===== config.mk =====
export PLATFORM = sky130hd
export DESIGN_NAME = magdiff_addsub
export DESIGN_NICKNAME = d
export VERILOG_FILES = /design/src/rtl/magdiff_pkg.sv /design/src/rtl/ctl_inverter.sv /design/src/rtl/ripple_adder.sv /design/src/rtl/addsub_stage.sv /design/src/rtl/magdiff_addsub.sv
export SDC_FILE = /design/constraint.sdc
export NUM_CORES = 1
export LEC_CHECK = 0
export ABC_AREA = 0
export CAP_MARGIN = 10
export CORE_MARGIN = 2
export CORE_UTILIZATION = 60
export DETAILED_ROUTE_END_ITERATION = 6
export DONT_BUFFER_PORTS = 1
export GPL_TIMING_DRIVEN = 0
export PLACE_DENSITY_LB_ADDON = 0.05
export SYNTH_ARGS = -nofsm -noshare
export SYNTH_HDL_FRONTEND = slang
export SYNTH_SLANG_ARGS = --single-unit

===== constraint.sdc =====
create_clock -name clk -period 4.1 [get_ports clk]
set_clock_uncertainty 0.2 [all_clocks]
set_input_delay 0 -clock clk [delete_from_list [all_inputs] [get_ports clk]]
set_output_delay 0 -clock clk [all_outputs]
set_load 0.01 [all_outputs]

===== src/rtl/magdiff_pkg.sv =====
// Shared majority-logic primitives for the absolute-difference adder/subtractor.
// Assumes nothing beyond two-valued logic.
package magdiff_pkg;

    // Three-input majority: the only gate besides inversion used below.
    function automatic logic maj3(input logic x, input logic y, input logic z);
        return (x & y) | (y & z) | (x & z);
    endfunction

    // XOR as OR(AND(~x,y), AND(x,~y)), where AND/OR are majorities with a tied input.
    function automatic logic mxor(input logic x, input logic y);
        return maj3(maj3(~x, y, 1'b0), maj3(x, ~y, 1'b0), 1'b1);
    endfunction

endpackage


===== src/rtl/ctl_inverter.sv =====
// Controllable inverter: each output bit is the input bit XORed with ctl.
// ctl=0 passes the word unchanged, ctl=1 inverts it. Purely combinational.
module ctl_inverter #(
    parameter int W = 8
) (
    input  logic [W-1:0] din,
    input  logic         ctl,
    output logic [W-1:0] dout
);
    import magdiff_pkg::*;

    for (genvar i = 0; i < W; i++) begin : g_bit
        // One majority-built XOR per bit.
        always_comb dout[i] = mxor(din[i], ctl);
    end
endmodule


===== src/rtl/ripple_adder.sv =====
// Ripple-carry adder of majority-logic full adders.
// Carry is a majority of the three inputs; sum is a two-level XOR. Combinational.
module ripple_adder #(
    parameter int W = 8
) (
    input  logic [W-1:0] x,
    input  logic [W-1:0] y,
    input  logic         cin,
    output logic [W-1:0] sum,
    output logic         cout
);
    import magdiff_pkg::*;

    logic [W:0] cy;

    // Chain input carry.
    always_comb cy[0] = cin;

    for (genvar i = 0; i < W; i++) begin : g_fa
        // Full adder for bit i.
        always_comb begin
            sum[i]  = mxor(mxor(x[i], y[i]), cy[i]);
            cy[i+1] = maj3(x[i], y[i], cy[i]);
        end
    end

    // Carry out of the top bit.
    always_comb cout = cy[W];
endmodule


===== src/rtl/addsub_stage.sv =====
// One arithmetic stage: computes a + (b XOR {W{ctl}}) + ctl.
// With ctl=0 this is a+b; with ctl=1 it is a minus b in two's complement.
module addsub_stage #(
    parameter int W = 8
) (
    input  logic [W-1:0] a,
    input  logic [W-1:0] b,
    input  logic         ctl,
    output logic [W-1:0] sum,
    output logic         cout
);
    logic [W-1:0] b_cond;

    ctl_inverter #(.W(W)) u_inv (
        .din  (b),
        .ctl  (ctl),
        .dout (b_cond)
    );

    ripple_adder #(.W(W)) u_add (
        .x    (a),
        .y    (b_cond),
        .cin  (ctl),
        .sum  (sum),
        .cout (cout)
    );
endmodule


===== src/rtl/magdiff_addsub.sv =====
// Absolute-difference adder/subtractor, two-stage pipeline.
// Stage 1 adds or subtracts and is registered. Stage 2 negates the stage-1
// value when subtracting and the stage-1 carry is low (B > A), then registers
// the result. A pair accepted with in_valid appears two edges later.
// Assumes: synchronous active-low reset; operands are qualified by in_valid.
module magdiff_addsub #(
    parameter int W = 8
) (
    input  logic         clk,
    input  logic         rst_n,
    input  logic         in_valid,
    input  logic         op_sub,
    input  logic [W-1:0] opnd_a,
    input  logic [W-1:0] opnd_b,
    output logic         res_valid,
    output logic [W-1:0] res
);
    logic [W-1:0] s1_sum;
    logic         s1_cout;
    logic [W-1:0] r1_sum;
    logic         r1_cout, r1_sub, r1_valid;
    logic         negate;
    logic [W-1:0] s2_sum;
    logic         s2_carry_unused;

    addsub_stage #(.W(W)) u_stage1 (
        .a    (opnd_a),
        .b    (opnd_b),
        .ctl  (op_sub),
        .sum  (s1_sum),
        .cout (s1_cout)
    );

    // Stage-1 pipeline register, loaded only for accepted pairs.
    always_ff @(posedge clk) begin
        if (!rst_n) begin
            r1_valid <= 1'b0;
            r1_sum   <= '0;
            r1_cout  <= 1'b0;
            r1_sub   <= 1'b0;
        end else begin
            r1_valid <= in_valid;
            if (in_valid) begin
                r1_sum  <= s1_sum;
                r1_cout <= s1_cout;
                r1_sub  <= op_sub;
            end
        end
    end

    // Negate only for a subtraction that borrowed.
    always_comb negate = r1_sub & ~r1_cout;

    // Stage 2: 0 + (r1_sum XOR negate) + negate.
    addsub_stage #(.W(W)) u_stage2 (
        .a    ('0),
        .b    (r1_sum),
        .ctl  (negate),
        .sum  (s2_sum),
        .cout (s2_carry_unused)
    );

    // Output register; holds the last result between valid cycles.
    always_ff @(posedge clk) begin
        if (!rst_n) begin
            res_valid <= 1'b0;
            res       <= '0;
        end else begin
            res_valid <= r1_valid;
            if (r1_valid) res <= s2_sum;
        end
    end
endmodule


==> impl_metrics.csv <==
group,metric,value,unit
placed_design,dp_hpwl,1368,um
sta,post-route-worst-setup-slack,0.3107,ns
clocking,clk_latency,0.31,ns
route,drt-initial-drc-count,11,
worst_setup_path,cp.arrival,3.84,ns
global_routing,antenna_found_initial,0,
worst_setup_path,cp_max_fo,2,
worst_setup_path,start_kind,"input port",
synth,synth_simple_gate_area_share,11.06,%
pwr,swShare,28.00,%
floorplanning,rows,15,
synth,yosys_register_bits,20,
pwr,switching_power,0.0001366,W
sta,fin_setup_tns,0,ns
synth,synth.largest_area_cell,"dfxtp_1",
synth,yosysSeqAreaShare,35.05,%
worst_setup_path,crit_type,"input port to flop",
pwr,leakage,0.6272,nW
outcome,outcome,"finished, final reports clean",
placed_design,place_ws,0.4789,ns
pwr,seq_power_share,46.2,%
route,viasPerCell,5.110,
sta,timing.fmax,263.9,MHz
global_routing,grt_max_degree,12,
global_routing,track_usage,22.84,%
sta,worst_pin_slew,0.2527,ns
sta,rsz0062_at_grt,"false",
clocking,clockBufferDepth,2,
clocking,clk_pin_slew,0.12,ns
synth,syn_inst,109,
layout,antenna-diode-count,0,
floorplanning,start_util,64.75,%
pwr,ir_worst_vdd,0.2249,mV
placed_design,io_buffer_count,0,
clocking,cts_htree_levels,1,
floorplanning,core-area,0.001764,mm^2
synth,synth_xor_area_share,11.50,%
layout,final_nets,173,
synth,synth_top_family_by_area,"adder cells",
clocking,post-cts-setup-buffers,0,
sta,fin_crit_sh,92.42,%
global_routing,grt_pass1_vias,773,
clocking,cts-buffers-inserted,3,
route,drc_errors,0,
synth,synthMuxAreaShare,9.748,%
clocking,clockRootBuffer,"clkbuf_4",
synth,netlist_area,0.001142,mm^2
pwr,power.share.combinational,30.0,%
route,post_drt_wl_per_cell,14.05,um
pwr,p_int,0.0003512,W
global_routing,grt_first_pass_wirelength,3532,um
pwr,p_per_area,332.3,mW/mm^2
worst_setup_path,crit_path_end_kind,"flop",
synth,ys_warn_count,0,
placed_design,gp_congestion,0.7237,
clocking,cts_num_sinks,20,
synth,synth-compound-area-share,5.148,%
synth,yosys-top-cells-area,"dfxtp_1, fa_1, xnor2_1",
sta,hold_violations,0,
layout,syn2layout_area_growth,28.48,%
layout,drive_gt1_share,12.32,%
clocking,cts_tree,"done",
worst_setup_path,crit_required,4.15,ns
floorplanning,num_io_pins,29,
synth,synthAdderAreaFrac,19.93,%
sta,post-route-min-period,3.789,ns
sta,relSlewSlack,83.05,%
route,ant_nets,0,
floorplanning,die_area,0.002269,mm^2
route,drt_wl_total,2290,um
floorplanning,die_h,47.64,um
synth,avgSynthCellArea,10.48,um^2
synth,synth.distinct_cells,24,
synth,syn-num-nets,143,
hold_path,holdCritPathClass,"input port to flop",
route,vias,833,
pwr,power_frac_clock,23.8,%
floorplanning,die-width,47.64,um
sta,finalMaxSlewViolations,0,
route,drtPass1Iterations,4,
global_routing,grt-ovfl-total,0,
sta,setup_viol_count_final,0,
synth,synth_top_area_share,35.05,%
flow_run,maxCapViolations,0,
==> stage by stage <==
| step | std cells | cell area (um^2) | hold slack (ns) | power (W) | util [%] |
|---|---|---|---|---|---|
| finish | 163 | 1468 | 0.1032 | 0.0004877 | 83.19 |
| CTS | 164 | 1470 | 0.05611 | 0.0004856 | 83.33 |
| detailed placement | 134 | 1174 | -0.06625 | 0.0003259 | 66.52 |
| global route | 163 | 1468 | 0.1385 | 0.0005155 | 83.19 |
| floorplan | 109 | 1142 | -0.07271 | 0.0003059 | - |
| global placement | 134 | 1174 | -0.07073 | 0.0003204 | 66.52 |
==> layer usage <==
layer / vias to the layer above / global-route usage (%) / wire length (um)
met5: - / 0 / 0
met4: 0 / 8.108 / 49
met3: 6 / 5.283 / 113
met2: 29 / 37.84 / 1140
met1: 387 / 29.31 / 986
li1: 411 / - / -
==> worst max-delay path, cell delays in order <==
cell and delay (ns):
dlygate4sd3_1 0.56, mux2_2 0.16, fa_1 0.16, inv_1 0.05, fa_1 0.38, fa_2 0.35, fa_2 0.34, fa_2 0.40
dlygate4sd3_1 0.56, a211oi_1 0.27, dlygate4sd3_1 0.60
==> layout by cell type (no fill, tap or decap), types with 2 or more instances in the layout <==
cell type	count
a211oi_1	6
and2_1	2
buf_2	2
buf_4	3
clkbuf_4	3
dfxtp_1	20
dlygate4sd3_1	25
fa_1	4
fa_2	3
ha_1	7
inv_1	8
mux2i_1	10
nand3b_1	2
nor2_1	16
xnor2_1	13
xor2_1	2
==> power groups by stage <==
stage               clock (W)  sequential, W  combinational [W]
global placement            0       0.000229          0.0000917
detailed placement          0       0.000229          0.0000966
CTS                  0.000118       0.000225           0.000143
global route         0.000127       0.000228           0.000161
finish               0.000116       0.000225           0.000146
floorplan                   0       0.000227          0.0000794
==> cell usage after synthesis <==
library cell	instances
buf_2	2
nand2_1	1
dfxtp_1	20
mux2_2	1
buf_6	1
nand3_2	1
inv_1	8
nand2b_4	1
mux2i_1	10
nand2b_1	1
clkinv_1	1
xnor2_1	13
a211oi_1	6
a31oi_1	1
buf_4	3
o211ai_1	1
nand3_1	1
nand3b_1	2
xor2_1	2
clkinv_4	1
ha_1	7
and2_1	2
nor2_1	16
fa_1	7
==> sequential cells by signal, summed over array words and instances, names as in the netlist <==
signal	cells
res_valid	1
r1_valid	1
r1_sub	1
r1_sum	8
r1_cout	1
res	8
==> logic make-up after synthesis <==
group                    count (synthesis)
flip-flops                              20
buffers and inverters                   16
AO/OA/AOI/OAI                            8
XOR/XNOR                                15
multiplexers                            11
adder cells (fa/ha/maj)                 14
AND/OR/NAND/NOR                         25
==> final cells by class <==
class / count / area (um^2)
multi-input combinational: 73 / 663.1
fill: 106 / 296.5
buffer: 6 / 43.79
clock buffer: 4 / 36.28
inverter: 10 / 42.54
sequential: 20 / 400.4
timing repair buffer: 25 / 250.2
tap: 25 / 31.28
==> timing repair <==
action,4_1_cts,5_1_grt
hold endpoints to repair,20,0
endpoints found under the setup margin,0,1
gates resized for setup,0,3
hold buffers,26,0
==> worst paths after layout <==
check / startpoint / endpoint / depth (start not counted) / slack [ns]
setup reg to reg: r1_cout / res[7] / 13 / 1.43
hold / removal: opnd_b[7] / r1_cout / 4 / 0.10
setup / recovery: opnd_a[0] / r1_sum[5] / 11 / 0.31
hold reg to reg: r1_valid / res_valid / 1 / 0.31
Power figures use the tool's default switching activity.
